[src/rtl/sdseq_pkg.sv]
package sdseq_pkg;
  // {cs_n, ras_n, cas_n, we_n}
  typedef enum logic [3:0] {
    CMD_LMR = 4'b0000,
    CMD_PRE = 4'b0010,
    CMD_ACT = 4'b0011,
    CMD_WR  = 4'b0100,
    CMD_RD  = 4'b0101,
    CMD_BT  = 4'b0110,
    CMD_NOP = 4'b0111
  } sd_cmd_e;

  typedef enum logic [3:0] {
    ST_LMR, ST_LMR_WAIT, ST_IDLE, ST_RCD, ST_BURST,
    ST_TERM, ST_PRE_GAP, ST_TAIL, ST_ACK
  } seq_state_e;

  localparam logic [2:0] BLC_FULL = 3'b111;
endpackage

[src/rtl/sdseq_addr_split.sv]
module sdseq_addr_split #(
  parameter int BANK_W = 2,
  parameter int ROW_W  = 13,
  parameter int COL_W  = 9,
  parameter int HADDR_W = BANK_W + ROW_W + COL_W
) (
  input  logic [HADDR_W-1:0] flat,
  output logic [BANK_W-1:0]  bank,
  output logic [ROW_W-1:0]   row,
  output logic [COL_W-1:0]   col
);
  assign bank = flat[HADDR_W-1 -: BANK_W];
  assign row  = flat[COL_W +: ROW_W];
  assign col  = flat[COL_W-1:0];
endmodule

[src/rtl/sdseq_timer.sv]
module sdseq_timer #(
  parameter int W = 4
) (
  input  logic         clk,
  input  logic         rst,
  input  logic         load,
  input  logic [W-1:0] val,
  output logic         zero
);
  logic [W-1:0] cnt;

  always_ff @(posedge clk) begin
    if (rst)             cnt <= '0;
    else if (load)       cnt <= val;
    else if (cnt != '0)  cnt <= cnt - 1'b1;
  end

  assign zero = (cnt == '0);
endmodule

[src/rtl/sdseq_rd_return.sv]
module sdseq_rd_return #(
  parameter int DATA_W = 32,
  parameter int MAX_CL = 3
) (
  input  logic              clk,
  input  logic              rst,
  input  logic              slot,
  input  logic [1:0]        cl,
  input  logic [DATA_W-1:0] dq_in,
  output logic [DATA_W-1:0] rdata,
  output logic              rd_valid
);
  logic [MAX_CL-1:0] dly;
  logic [1:0]        pick;
  logic              capture;

  assign pick    = (cl == 2'd0) ? 2'd0 : cl - 2'd1;
  assign capture = dly[pick];

  always_ff @(posedge clk) begin
    if (rst) begin
      dly      <= '0;
      rd_valid <= 1'b0;
    end else begin
      dly      <= {dly[MAX_CL-2:0], slot};
      rd_valid <= capture;
    end
  end

  always_ff @(posedge clk) begin
    if (capture) rdata <= dq_in;
  end
endmodule

[src/rtl/sdram_seq_top.sv]
module sdram_seq_top
  import sdseq_pkg::*;
#(
  parameter int BANK_W  = 2,
  parameter int ROW_W   = 13,
  parameter int COL_W   = 9,
  parameter int DATA_W  = 32,
  parameter int T_RCD   = 2,
  parameter int T_RP    = 2,
  parameter int T_WR    = 2,
  parameter int T_MRD   = 2,
  parameter int HADDR_W = BANK_W + ROW_W + COL_W
) (
  input  logic               clk,
  input  logic               rst,
  input  logic [2:0]         cfg_burst,
  input  logic [1:0]         cfg_cas,
  input  logic               host_req,
  input  logic               host_we,
  input  logic [HADDR_W-1:0] host_addr,
  input  logic [DATA_W-1:0]  host_wdata,
  output logic               host_ack,
  output logic               host_wr_next,
  output logic               host_rd_valid,
  output logic [DATA_W-1:0]  host_rdata,
  output logic               sd_cs_n,
  output logic               sd_ras_n,
  output logic               sd_cas_n,
  output logic               sd_we_n,
  output logic [BANK_W-1:0]  sd_ba,
  output logic [ROW_W-1:0]   sd_a,
  output logic [DATA_W-1:0]  sd_dq_out,
  output logic               sd_dq_oe,
  input  logic [DATA_W-1:0]  sd_dq_in
);
  localparam int BEAT_W = COL_W + 1;
  localparam int TMR_W  = $clog2(T_RCD + T_WR + T_RP + T_MRD + 8);

  seq_state_e        state;
  sd_cmd_e           cmd_q;
  logic [BANK_W-1:0] ba_q, bank_r, sp_bank;
  logic [ROW_W-1:0]  a_q, row_r, sp_row, mode_word, col_word;
  logic [COL_W-1:0]  col_r, sp_col;
  logic [DATA_W-1:0] dq_q;
  logic              oe_q, wr_next_q, slot_q, ack_q, we_r, full_r;
  logic [1:0]        cl_r;
  logic [BEAT_W-1:0] beat_q, len_r;
  logic              tmr_load, tmr_zero, burst_last;
  logic [TMR_W-1:0]  tmr_val;

  function automatic logic [BEAT_W-1:0] burst_len(input logic [2:0] code);
    case (code)
      3'd0, 3'd1, 3'd2, 3'd3: burst_len = BEAT_W'(1) << code[1:0];
      BLC_FULL:               burst_len = BEAT_W'(1) << COL_W;
      default:                burst_len = BEAT_W'(1);
    endcase
  endfunction

  sdseq_addr_split #(.BANK_W(BANK_W), .ROW_W(ROW_W), .COL_W(COL_W), .HADDR_W(HADDR_W))
    u_split (.flat(host_addr), .bank(sp_bank), .row(sp_row), .col(sp_col));

  sdseq_timer #(.W(TMR_W))
    u_timer (.clk(clk), .rst(rst), .load(tmr_load), .val(tmr_val), .zero(tmr_zero));

  sdseq_rd_return #(.DATA_W(DATA_W), .MAX_CL(3))
    u_rret (.clk(clk), .rst(rst), .slot(slot_q), .cl(cl_r), .dq_in(sd_dq_in),
            .rdata(host_rdata), .rd_valid(host_rd_valid));

  always_comb begin
    mode_word      = '0;
    mode_word[2:0] = cfg_burst;
    mode_word[6:4] = {1'b0, cfg_cas};
    col_word              = '0;
    col_word[COL_W-1:0]   = col_r;
    col_word[10]          = ~full_r;
  end

  assign burst_last = (state == ST_RCD) ? (len_r == BEAT_W'(1))
                                        : ((beat_q + 1'b1) == len_r);

  // Timer reload points
  always_comb begin
    tmr_load = 1'b0;
    tmr_val  = '0;
    case (state)
      ST_LMR: begin
        tmr_load = 1'b1;
        tmr_val  = TMR_W'(T_MRD - 1);
      end
      ST_IDLE: if (host_req) begin
        tmr_load = 1'b1;
        tmr_val  = TMR_W'(T_RCD - 1);
      end
      ST_RCD, ST_BURST: if ((state == ST_BURST || tmr_zero) && burst_last && !full_r) begin
        tmr_load = 1'b1;
        tmr_val  = we_r ? TMR_W'(T_WR + T_RP - 1) : TMR_W'(int'(cl_r) + T_RP - 1);
      end
      ST_TERM: begin
        tmr_load = 1'b1;
        tmr_val  = we_r ? TMR_W'(T_WR - 1) : '0;
      end
      ST_PRE_GAP: if (tmr_zero) begin
        tmr_load = 1'b1;
        tmr_val  = TMR_W'(int'(cl_r) + T_RP - 1);
      end
      default: ;
    endcase
  end

  always_ff @(posedge clk) begin
    if (rst) begin
      state     <= ST_LMR;
      cmd_q     <= CMD_NOP;
      ba_q      <= '0;
      a_q       <= '0;
      dq_q      <= '0;
      oe_q      <= 1'b0;
      wr_next_q <= 1'b0;
      slot_q    <= 1'b0;
      ack_q     <= 1'b0;
      beat_q    <= '0;
      len_r     <= BEAT_W'(1);
      bank_r    <= '0;
      row_r     <= '0;
      col_r     <= '0;
      we_r      <= 1'b0;
      full_r    <= 1'b0;
      cl_r      <= 2'd1;
    end else begin
      cmd_q     <= CMD_NOP;
      oe_q      <= 1'b0;
      wr_next_q <= 1'b0;
      slot_q    <= 1'b0;
      ack_q     <= 1'b0;
      case (state)
        ST_LMR: begin
          cmd_q  <= CMD_LMR;
          ba_q   <= '0;
          a_q    <= mode_word;
          cl_r   <= cfg_cas;
          full_r <= (cfg_burst == BLC_FULL);
          len_r  <= burst_len(cfg_burst);
          state  <= ST_LMR_WAIT;
        end
        ST_LMR_WAIT: if (tmr_zero) state <= ST_IDLE;
        ST_IDLE: if (host_req) begin
          cmd_q  <= CMD_ACT;
          ba_q   <= sp_bank;
          a_q    <= sp_row;
          bank_r <= sp_bank;
          row_r  <= sp_row;
          col_r  <= sp_col;
          we_r   <= host_we;
          state  <= ST_RCD;
        end
        ST_RCD, ST_BURST: if (state == ST_BURST || tmr_zero) begin
          if (state == ST_RCD) begin
            cmd_q  <= we_r ? CMD_WR : CMD_RD;
            ba_q   <= bank_r;
            a_q    <= col_word;
            beat_q <= BEAT_W'(1);
          end else begin
            beat_q <= beat_q + 1'b1;
          end
          if (we_r) begin
            dq_q      <= host_wdata;
            oe_q      <= 1'b1;
            wr_next_q <= 1'b1;
          end else begin
            slot_q    <= 1'b1;
          end
          if (burst_last) state <= full_r ? ST_TERM : ST_TAIL;
          else            state <= ST_BURST;
        end
        ST_TERM: begin
          cmd_q <= CMD_BT;
          state <= ST_PRE_GAP;
        end
        ST_PRE_GAP: if (tmr_zero) begin
          cmd_q <= CMD_PRE;
          ba_q  <= bank_r;
          a_q   <= '0;
          state <= ST_TAIL;
        end
        ST_TAIL: if (tmr_zero) begin
          ack_q <= 1'b1;
          state <= ST_ACK;
        end
        ST_ACK:  state <= ST_IDLE;
        default: state <= ST_IDLE;
      endcase
    end
  end

  assign {sd_cs_n, sd_ras_n, sd_cas_n, sd_we_n} = cmd_q;
  assign sd_ba        = ba_q;
  assign sd_a         = a_q;
  assign sd_dq_out    = dq_q;
  assign sd_dq_oe     = oe_q;
  assign host_ack     = ack_q;
  assign host_wr_next = wr_next_q;
endmodule

[config.mk]
export PLATFORM = sky130hd
export DESIGN_NAME = sdram_seq_top
export DESIGN_NICKNAME = d
export VERILOG_FILES = /design/src/rtl/sdseq_pkg.sv /design/src/rtl/sdseq_addr_split.sv /design/src/rtl/sdseq_timer.sv /design/src/rtl/sdseq_rd_return.sv /design/src/rtl/sdram_seq_top.sv
export SDC_FILE = /design/constraint.sdc
export NUM_CORES = 1
export LEC_CHECK = 0
export BUFFER_PORTS_ARGS = -buffer_cell sky130_fd_sc_hd__buf_2
export CORE_MARGIN = 2
export CORE_UTILIZATION = 50
export CTS_CLUSTER_SIZE = 12
export DETAILED_ROUTE_END_ITERATION = 10
export GPL_ROUTABILITY_DRIVEN = 0
export PLACE_DENSITY_LB_ADDON = 0.08
export SLEW_MARGIN = 10
export SYNTH_ARGS = -nofsm -noshare
export SYNTH_HDL_FRONTEND = slang
export SYNTH_SLANG_ARGS = --single-unit
[constraint.sdc]
create_clock -name clk -period 4.4 [get_ports clk]
set_input_delay 1.32 -clock clk [delete_from_list [all_inputs] [get_ports clk]]
set_output_delay 1.32 -clock clk [all_outputs]
set_load 0.005 [all_outputs]
==> metrics.log, run 1 <==
INFO  metric initialDrtViolationCount = approximately 300
INFO  metric root_buffer_cell = sky130_fd_sc_hd__clkbuf_8
INFO  metric cts-buffers-inserted = 17
INFO  metric vdd_drop_max = between 300 and 400 µV
INFO  metric clock_path_buffers = 2
INFO  metric wl_per_cell = between 10 and 15 µm
INFO  metric postLayoutSetupSlackWorst = about 1.3 ns
INFO  metric cellPowerDensity = 575.6 mW/mm²
INFO  metric max_stage_delay = between 0.7 and 0.8 ns
INFO  metric synth_ff_type = sky130_fd_sc_hd__dfxtp_1
INFO  metric largest_net_degree_at_the_start_of_global_routing = 55
INFO  metric area_delta_synth_final = 29.46%
INFO  metric postCtsSetupBuffers = 0
INFO  metric power_leakage = 2.789 nW
INFO  metric grt_util_all_layers = 22.13%
INFO  metric total_routed_length = 12270 µm
INFO  metric crit_path_cell_chain = nor2b_2 > a21oi_1 > nor3_2 > nand2_1 > nand2_1 > a21oi_1
INFO  metric setup_tns = 0 ns
INFO  metric register_area = 0.002843 mm²
INFO  metric clock_latency = 0.52 ns
INFO  metric slew-limit-headroom = 24.65%
INFO  metric setup_viol = 0
INFO  metric critical_path.endpoint_type = flip-flop
INFO  metric synth.lib_cells_used.distinct = 63
INFO  metric netlist_instances = 562
INFO  metric drv.max_cap_violation_count = 0
INFO  metric timing.final.crit_share = a little under three quarters
INFO  metric synthDominantAreaCellType = sky130_fd_sc_hd__dfxtp_1
INFO  metric crit_path_top_delay_cell = sky130_fd_sc_hd__nand2_1
INFO  metric worstRegToRegCells = 6
INFO  metric number_of_global_route_vias_before_repair = 4181
INFO  metric critPathKind = flip-flop to flip-flop
INFO  metric critPathTopFamily = simple AND/OR/NAND/NOR gates
INFO  metric setup_repair_after_global_routing_missed_its_margin = no
INFO  metric hold_path_end = u_rret.dly[0]
INFO  metric number_of_optimization_iterations_in_the_first_detailed_route_pass = 6
INFO  metric synth_area_leaders = sky130_fd_sc_hd__dfxtp_1 (36%), sky130_fd_sc_hd__edfxtp_1 (19%), sky130_fd_sc_hd__nand2_1 (8.5%)
INFO  metric ff2ff_setup_slack = 1.27 ns
INFO  metric fmax = 319.9 MHz
INFO  metric cp.required = around 4.8 ns
INFO  metric worst_setup_path_start_kind = flip-flop
INFO  metric drive_gt1_share = 30.86%
INFO  metric ant_nets = 0
INFO  metric fp.dieArea = 0.01120 mm²
INFO  metric antenna-diode-count = 0
INFO  metric crit_fanout = 33
INFO  metric finalCriticalPeriod = 3.126 ns
INFO  metric die_width = 105.8 µm
INFO  metric detailed_route_drc_error_count = 0
INFO  metric initial_core_utilization = 50.92%
INFO  metric postSynthAreaPerCell = 9.228 µm²
INFO  metric hold_path_class = flip-flop to flip-flop
INFO  metric post_cts_resized = 0
INFO  metric fp-row-count = 37
INFO  metric post_drt_via_cell_ratio = 5.286
INFO  metric htree_levels = 4
INFO  metric clock_tree_from_tritoncts = yes
INFO  metric vias = approximately 4.6k
INFO  metric io-pin-count = 184
INFO  metric numClockSinks = 126
INFO  metric multi_input_comb_area = 0.002116 mm²
INFO  metric worstReg2RegEnd = sd_dq_out[7]
INFO  metric ys_seq_elements = 126
INFO  metric io_buffers = 182
INFO  metric fillers = 873
INFO  metric hold_buffers = 0
INFO  metric routed-wl-met3 = 963 µm
INFO  metric path_buf_inv = 0
INFO  metric worstReg2RegStart = state[2]
INFO  metric synth_fp_nets = 663
INFO  metric pre_cts_slack = 1.282 ns
INFO  metric post_cts_clock_slew_at_the_launch_and_capture_registers_of_the_worst_setup_and_hold_paths = 0.06 ns
INFO  metric worst_ep_arrival_time = roughly 3.5 ns
INFO  metric final-max-slew-violation-count = 0
INFO  metric count_of_flip_flops_with_a_built_in_enable_after_synthesis = 32
INFO  metric synth_warnings = 0
INFO  metric async_flop_share = 0%
INFO  metric synth.yosys.seq_area_share = 54.81%
INFO  metric coreArea = 0.01018 mm²
INFO  metric detailroute.wirelength.met2 = a little under 6000 µm
INFO  metric antenna_found_initial = 0
INFO  metric synth.cell_area = around 0.0052 mm²
INFO  metric hold_path.startpoint = slot_q
INFO  metric status = complete, no violations
INFO  metric post-dp-hpwl = about 8400 µm
INFO  metric chipHeight = about 110 µm
INFO  metric finClkSkew = 0.006922 ns
INFO  metric synth_top_area_share = a little over a third
INFO  metric transition_time_at_the_pin_with_the_least_slew_margin = between 1 and 1.5 ns
INFO  metric timing_hold_violations_final = 0
INFO  metric design.final.nets = between 800 and 900
INFO  metric maxUsedRoutingLayer = met4
INFO  metric grt_pass1_wl = just under 20000 µm
INFO  metric route.layer.met1.wl = 5293 µm
INFO  metric min_path_cells = 1
INFO  metric globalRoute.totalOverflow = 0
-- worst max path at each step --
stage | startpoint | to | slack [ns] | cells after the start
6_report | state[2] | sd_dq_out[7] | 1.27 | 6
5_1_grt | state[2] | sd_dq_out[4] | 0.92 | 6
4_1_cts | state[2] | sd_dq_out[22] | 1.27 | 6
3_5_place_dp | state[2] | sd_dq_out[7] | 1.28 | 6
3_3_place_gp | state[2] | sd_dq_out[7] | 1.41 | 6
2_1_floorplan | cl_r[0] | u_rret.rdata[0] | 0.90 | 4
-- power breakdown --
part           total [mW]  leakage [nW]  internal [mW]  switching, mW
clock                1.40         0.282          0.869          0.527
combinational        1.01          1.46          0.418          0.590
sequential           1.46          1.05           1.33          0.131
total                3.86          2.79           2.62           1.25
-- per-stage QoR --
| stage | instance area (µm²) | hold slack (ns) | power (mW) | instances | utilization [%] |
|---|---|---|---|---|---|
| floorplan | 5186 | 0.4138 | 2.187 | 562 | - |
| global placement | 6118 | 0.4240 | 2.451 | 846 | 60.07 |
| detailed placement | 6118 | 0.4459 | 2.480 | 846 | 60.07 |
| CTS | 6714 | 0.4488 | 3.891 | 878 | 65.92 |
| global route | 6714 | 0.4677 | 4.086 | 878 | 65.92 |
| finish | 6714 | 0.4473 | 3.865 | 878 | 65.92 |
-- state kept, by name (all words and copies together), names as in the netlist, 3 cells and up --
register      cells
sd_a             13
cmd_q             3
u_timer.cnt       4
u_rret.dly        3
u_rret.rdata     32
len_r             4
sd_dq_out        32
state             4
col_r             9
beat_q           10
-- synthesized netlist by cell type (6+ instances only) --
cell and n:
sky130_fd_sc_hd__xor2_1 6, sky130_fd_sc_hd__buf_4 6, sky130_fd_sc_hd__nor2_1 44, sky130_fd_sc_hd__clkbuf_1 21, sky130_fd_sc_hd__a211oi_1 8, sky130_fd_sc_hd__dfxtp_1 94
sky130_fd_sc_hd__nor3_1 15, sky130_fd_sc_hd__buf_2 9, sky130_fd_sc_hd__nor2b_1 6, sky130_fd_sc_hd__o21ai_0 12, sky130_fd_sc_hd__inv_1 9, sky130_fd_sc_hd__nand3_1 13
sky130_fd_sc_hd__nand2_1 117, sky130_fd_sc_hd__a21oi_1 72, sky130_fd_sc_hd__edfxtp_1 32
-- kinds of logic after synthesis --
logic type	after synthesis	synth area share [%]
xor gates and xnor gates	11	2.123
muxes	1	0.1930
buffers and inverters	49	4.511
DFF	126	54.81
adders and majority gates	5	1.158
other	1	0.07231
and+or+nand+nor	241	22.12
AOI/OAI and AO/OA	128	15.01
-- routing by layer --
layer | up-vias | GRT usage [%]
met5 | - | 0
met4 | 0 | 9.305
met3 | 22 | 6.865
met2 | 185 | 34.52
met1 | 2121 | 28.52
li1 | 2313 | -
-- layout by cell type, fill, tap and decap left out, drive strengths merged, types with 4 or more instances in the layout --
master / synthesis / routed
a211oi: 8 / 8
a21oi: 72 / 72
a221oi: 4 / 4
a222oi: 5 / 5
a22oi: 4 / 4
a31oi: 4 / 4
buf: 18 / 188
clkbuf: 22 / 17
dfxtp: 94 / 94
edfxtp: 32 / 32
ha: 4 / 4
inv: 9 / 15
nand2: 118 / 118
nand2b: 5 / 5
nand3: 13 / 13
nand3b: 5 / 5
nand4: 6 / 6
nor2: 45 / 45
nor2b: 7 / 7
nor3: 16 / 16
nor4b: 5 / 5
o21ai: 13 / 13
xnor2: 4 / 4
xor2: 6 / 6
-- cell type report --
type	count	share of cell area [%]
flip-flops and latches	126	42.34
multi-input cells	387	31.51
repair buffers	188	14.24
clock buffers	17	6.168
clock inverters	15	2.702
well taps	136	2.534
inverters	9	0.5032
No activity file was read; power rests on OpenSTA's default activity.
==> inputs of run 2 (changes only) <==
--- a/config.mk
+++ b/config.mk
@@ -5,9 +5,10 @@
 export SDC_FILE = /design/constraint.sdc
 export NUM_CORES = 1
 export LEC_CHECK = 0
+export ABC_AREA = 1
 export BUFFER_PORTS_ARGS = -buffer_cell sky130_fd_sc_hd__buf_2
 export CORE_MARGIN = 2
-export CORE_UTILIZATION = 50
+export CORE_UTILIZATION = 45
 export CTS_CLUSTER_SIZE = 12
 export DETAILED_ROUTE_END_ITERATION = 10
 export GPL_ROUTABILITY_DRIVEN = 0
==> constraint.sdc (replaced) <==
create_clock -name clk -period 2.7 [get_ports clk]
set_input_delay 0.81 -clock clk [delete_from_list [all_inputs] [get_ports clk]]
set_output_delay 0.81 -clock clk [all_outputs]
set_load 0.005 [all_outputs]
==> run 2 against run 1 <==
  * Global-route usage decreased by 1.1 points
  * Clock skew increased by 0.0014 ns
  * Hold slack got worse by 0.035 ns
  * Final area increased by 1.6%
  * Critical path type unchanged
  * Largest power group unchanged
==> metrics.log, run 2 <==
INFO  metric synth.lib_cells_used.distinct = 43 (-32%)
INFO  metric fmax = 451.4 MHz (+41%)
INFO  metric detailed_route_drc_error_count = 0 (unchanged)
INFO  metric coreArea = 0.01137 mm² (+12%)
INFO  metric crit_fanout = 14 (-58%)
INFO  metric timing_hold_violations_final = 0 (unchanged)
INFO  metric postLayoutSetupSlackWorst = 0.4848 ns (-0.7887 ns)
INFO  metric finClkSkew = 0.008326 ns (+0.001403 ns)
INFO  metric hold_path.startpoint = slot_q
INFO  metric initialDrtViolationCount = 234 (-23%)
INFO  metric post-layout-total-power = 6.650 mW (+72%)
INFO  metric final_design_area_no_fill = 0.006823 mm² (+1.6%)
INFO  metric netlist_instances = 606 (+7.8%)
INFO  metric yosysMostFrequentCell = sky130_fd_sc_hd__nand2_1
INFO  metric cp.required = 3.03 ns (-1.73 ns)
INFO  metric antenna_found_initial = 0 (unchanged)
INFO  metric total_routed_length = 12970 µm (+5.7%)
INFO  metric transition_time_at_the_pin_with_the_least_slew_margin = 0.5982 ns (-0.5279 ns)
INFO  metric final-max-slew-violation-count = 0 (unchanged)
INFO  metric synth.yosys.seq_area_share = 54.64% (-0.17 points)
INFO  metric vias = 4771 (+2.8%)
INFO  metric synth_top_area_share = 36.17% (-0.11 points)
INFO  metric post-dp-hpwl = 9445 µm (+12%)
INFO  metric antenna-diode-count = 0 (unchanged)
INFO  metric synth_warnings = 0 (unchanged)
INFO  metric hold_path_class = flip-flop to flip-flop
INFO  metric worst_ep_arrival_time = 2.55 ns (-0.94 ns)
INFO  metric power_leakage = 3.103 nW (+11%)
INFO  metric post_cts_clock_slew_at_the_launch_and_capture_registers_of_the_worst_setup_and_hold_paths = 0.05 ns (about the same)
INFO  metric fp-row-count = 39 (+5.4%)
INFO  metric count_of_flip_flops_with_a_built_in_enable_after_synthesis = 32 (unchanged)
INFO  metric cts-buffers-inserted = 17 (unchanged)
INFO  metric synth.cell_area = 0.005202 mm² (+0.31%)
INFO  metric synth_area_leaders = sky130_fd_sc_hd__dfxtp_1 (36%), sky130_fd_sc_hd__edfxtp_1 (18%), sky130_fd_sc_hd__nand2_1 (7.3%)
INFO  metric slew-limit-headroom = 60.12% (+35 points)
INFO  metric placed_cells = 909 (+7.4%)
INFO  metric setup_viol = 0 (unchanged)
INFO  metric placed_area = 0.006231 mm² (+1.8%)
INFO  metric root_buffer_cell = sky130_fd_sc_hd__clkbuf_16
INFO  metric initial_core_utilization = 45.76% (-5.2 points)
INFO  metric wl_per_cell = 13.78 µm (-1.4%)
INFO  metric crit_path_top_delay_cell = sky130_fd_sc_hd__nor3_4
INFO  metric design.final.nets = 886 (+6.7%)
INFO  metric crit_path_cell_chain = inv_1 > ha_1 > nand3_2 > inv_1 > o21ai_0 > nor3_4 > buf_4 > o21ai_0 > a21oi_1
INFO  metric ys_seq_elements = 126 (unchanged)
INFO  metric ant_nets = 0 (unchanged)
INFO  metric synth_ff_type = sky130_fd_sc_hd__dfxtp_1
INFO  metric htree_levels = 4 (unchanged)
INFO  metric io-pin-count = 184 (unchanged)
INFO  metric vdd_drop_max = 520.8 µV (+32%)
INFO  metric globalRoute.totalOverflow = 0 (unchanged)
INFO  metric most_frequent_standard_cell_in_the_layout_excluding_fill_and_tap_cells = sky130_fd_sc_hd__buf_2
INFO  metric critPathLaunch = u_timer.cnt[0]
INFO  metric status = complete, no violations
INFO  metric drive_gt1_share = 30.95% (+0.090 points)
INFO  metric postCtsSetupBuffers = 0 (unchanged)
INFO  metric worstReg2RegStart = u_timer.cnt[0]
INFO  metric chipHeight = 111.5 µm (+5.4%)
INFO  metric pre_cts_slack = 0.4832 ns (-0.7985 ns)
INFO  metric largest_net_degree_at_the_start_of_global_routing = 37 (-33%)
INFO  metric finalCriticalPeriod = 2.215 ns (-0.9113 ns)
INFO  metric setup_tns = 0 ns (unchanged)
INFO  metric worst_setup_path_start_kind = flip-flop
INFO  metric io_buffers = 182 (unchanged)
INFO  metric async_flop_share = 0% (unchanged)
INFO  metric post_cts_resized = 0 (unchanged)
INFO  metric hold_buffers = 0 (unchanged)
INFO  metric numClockSinks = 126 (unchanged)
INFO  metric synthDominantAreaCellType = sky130_fd_sc_hd__dfxtp_1
INFO  metric critPathKind = flip-flop to flip-flop
INFO  metric grt_util_all_layers = 21.02% (-1.1 points)
INFO  metric synth_fp_nets = 707 (+6.6%)
INFO  metric die_width = 111.5 µm (+5.4%)
INFO  metric area_delta_synth_final = 31.14%
INFO  metric drv.max_cap_violation_count = 0 (unchanged)
INFO  metric number_of_global_route_vias_before_repair = 4449 (+6.4%)
INFO  metric layout_common_cells = sky130_fd_sc_hd__buf_2 (182), sky130_fd_sc_hd__nand2_1 (101), sky130_fd_sc_hd__dfxtp_1 (94)
INFO  metric critical_path.endpoint_type = flip-flop
INFO  metric clock_tree_from_tritoncts = yes
INFO  metric timing.final.crit_share = 82.04% (+11 points)
INFO  metric fp.dieArea = 0.01244 mm² (+11%)
INFO  metric number_of_optimization_iterations_in_the_first_detailed_route_pass = 6 (unchanged)
INFO  metric most_numerous_cell_types_in_the_synthesized_netlist = sky130_fd_sc_hd__nand2_1 (101), sky130_fd_sc_hd__dfxtp_1 (94), sky130_fd_sc_hd__a21oi_1 (71)
INFO  metric grt_pass1_wl = 21250 µm (+7.7%)
INFO  metric clock_latency = 0.40 ns (-0.12 ns)
INFO  metric post_drt_via_cell_ratio = 5.070 (-4.1%)
INFO  metric setup_repair_after_global_routing_missed_its_margin = no
INFO  metric max_stage_delay = 0.44 ns (-0.34 ns)
INFO  metric postSynthAreaPerCell = 8.585 µm² (-7.0%)
INFO  metric layoutNonFillerInstCount = 941 (+7.2%)
INFO  metric cellPowerDensity = 974.6 mW/mm² (+69%)
INFO  metric clock_path_buffers = 2 (unchanged)
[run 2: cell types whose count changed after synthesis, moves of 6 or more]
cell	delta
sky130_fd_sc_hd__nor2_1	+15
sky130_fd_sc_hd__nor3_1	-12
sky130_fd_sc_hd__inv_2	+6
sky130_fd_sc_hd__nand2_1	-16
sky130_fd_sc_hd__inv_1	+38
sky130_fd_sc_hd__a22oi_1	+8
sky130_fd_sc_hd__nor2b_1	-6
sky130_fd_sc_hd__o21ai_0	+24
sky130_fd_sc_hd__nand3_1	+43
[run 2: critical path, delay by kind of cell (launching register included)]
kind,cells,cell delay (ns)
AO/OA/AOI/OAI,3,0.44
adder cells (fa/ha/maj),1,0.20
buffers and inverters,3,0.55
flip-flops,1,0.32
AND/OR/NAND/NOR,2,0.64
[run 2: area by class of cell]
cell class	count	area (µm²)
sequential	126	2843
clock inverter	4	73.82
clock buffer	28	518.0
inverter	54	202.7
timing repair buffer	191	991.0
tap	143	178.9
multi-input combinational	395	2016
fill	1044	4547
[run 2: path summary, 6_finish.rpt]
kind | to | slack, ns | depth (start not counted)
worst max-delay path | sd_a[2] | 0.48 | 9
worst max register to register | sd_a[2] | 0.48 | 9
worst min-delay path | u_rret.dly[0] | 0.41 | 2
worst min register to register | u_rret.dly[0] | 0.41 | 2
[run 2: kinds of logic (layout without fill, tap and decap cells)]
group                    after synthesis  count (layout)  synth area share (%)
AO/OA/AOI/OAI                        139             139                 14.98
adder cells (fa/ha/maj)                4               4                0.9620
AND/OR/NAND/NOR                      248             248                 22.13
buffers and inverters                 85             277                 6.710
other                                  1               1               0.07208
flip-flops                           126             126                 54.64
XOR/XNOR                               3               3                0.5051
[run 2: power breakdown]
| group | switching [mW] | internal, mW | leakage [nW] | total [mW] |
|---|---|---|---|---|
| registers | 0.173 | 2.28 | 1.06 | 2.45 |
| clock network | 0.740 | 1.49 | 0.288 | 2.23 |
| logic | 1.26 | 0.710 | 1.76 | 1.97 |
[run 2: layer usage]
metal | global-route usage (%) | vias to the layer above | part of all wire [%]
met1 | 27.31 | 2190 | 45
met4 | 7.572 | 0 | 0.80
met5 | 0 | - | 0
met3 | 5.661 | 7 | 6.8
li1 | - | 2406 | -
met2 | 33.94 | 168 | 47
[run 2: per-stage QoR]
stage | utilization (%) | hold WS [ns]
3_3_place_gp | 54.80 | 0.4052
2_1_floorplan | - | 0.3883
3_5_place_dp | 54.80 | 0.4010
5_1_grt | 60.01 | 0.4291
4_1_cts | 60.01 | 0.4151
6_report | 60.01 | 0.4128
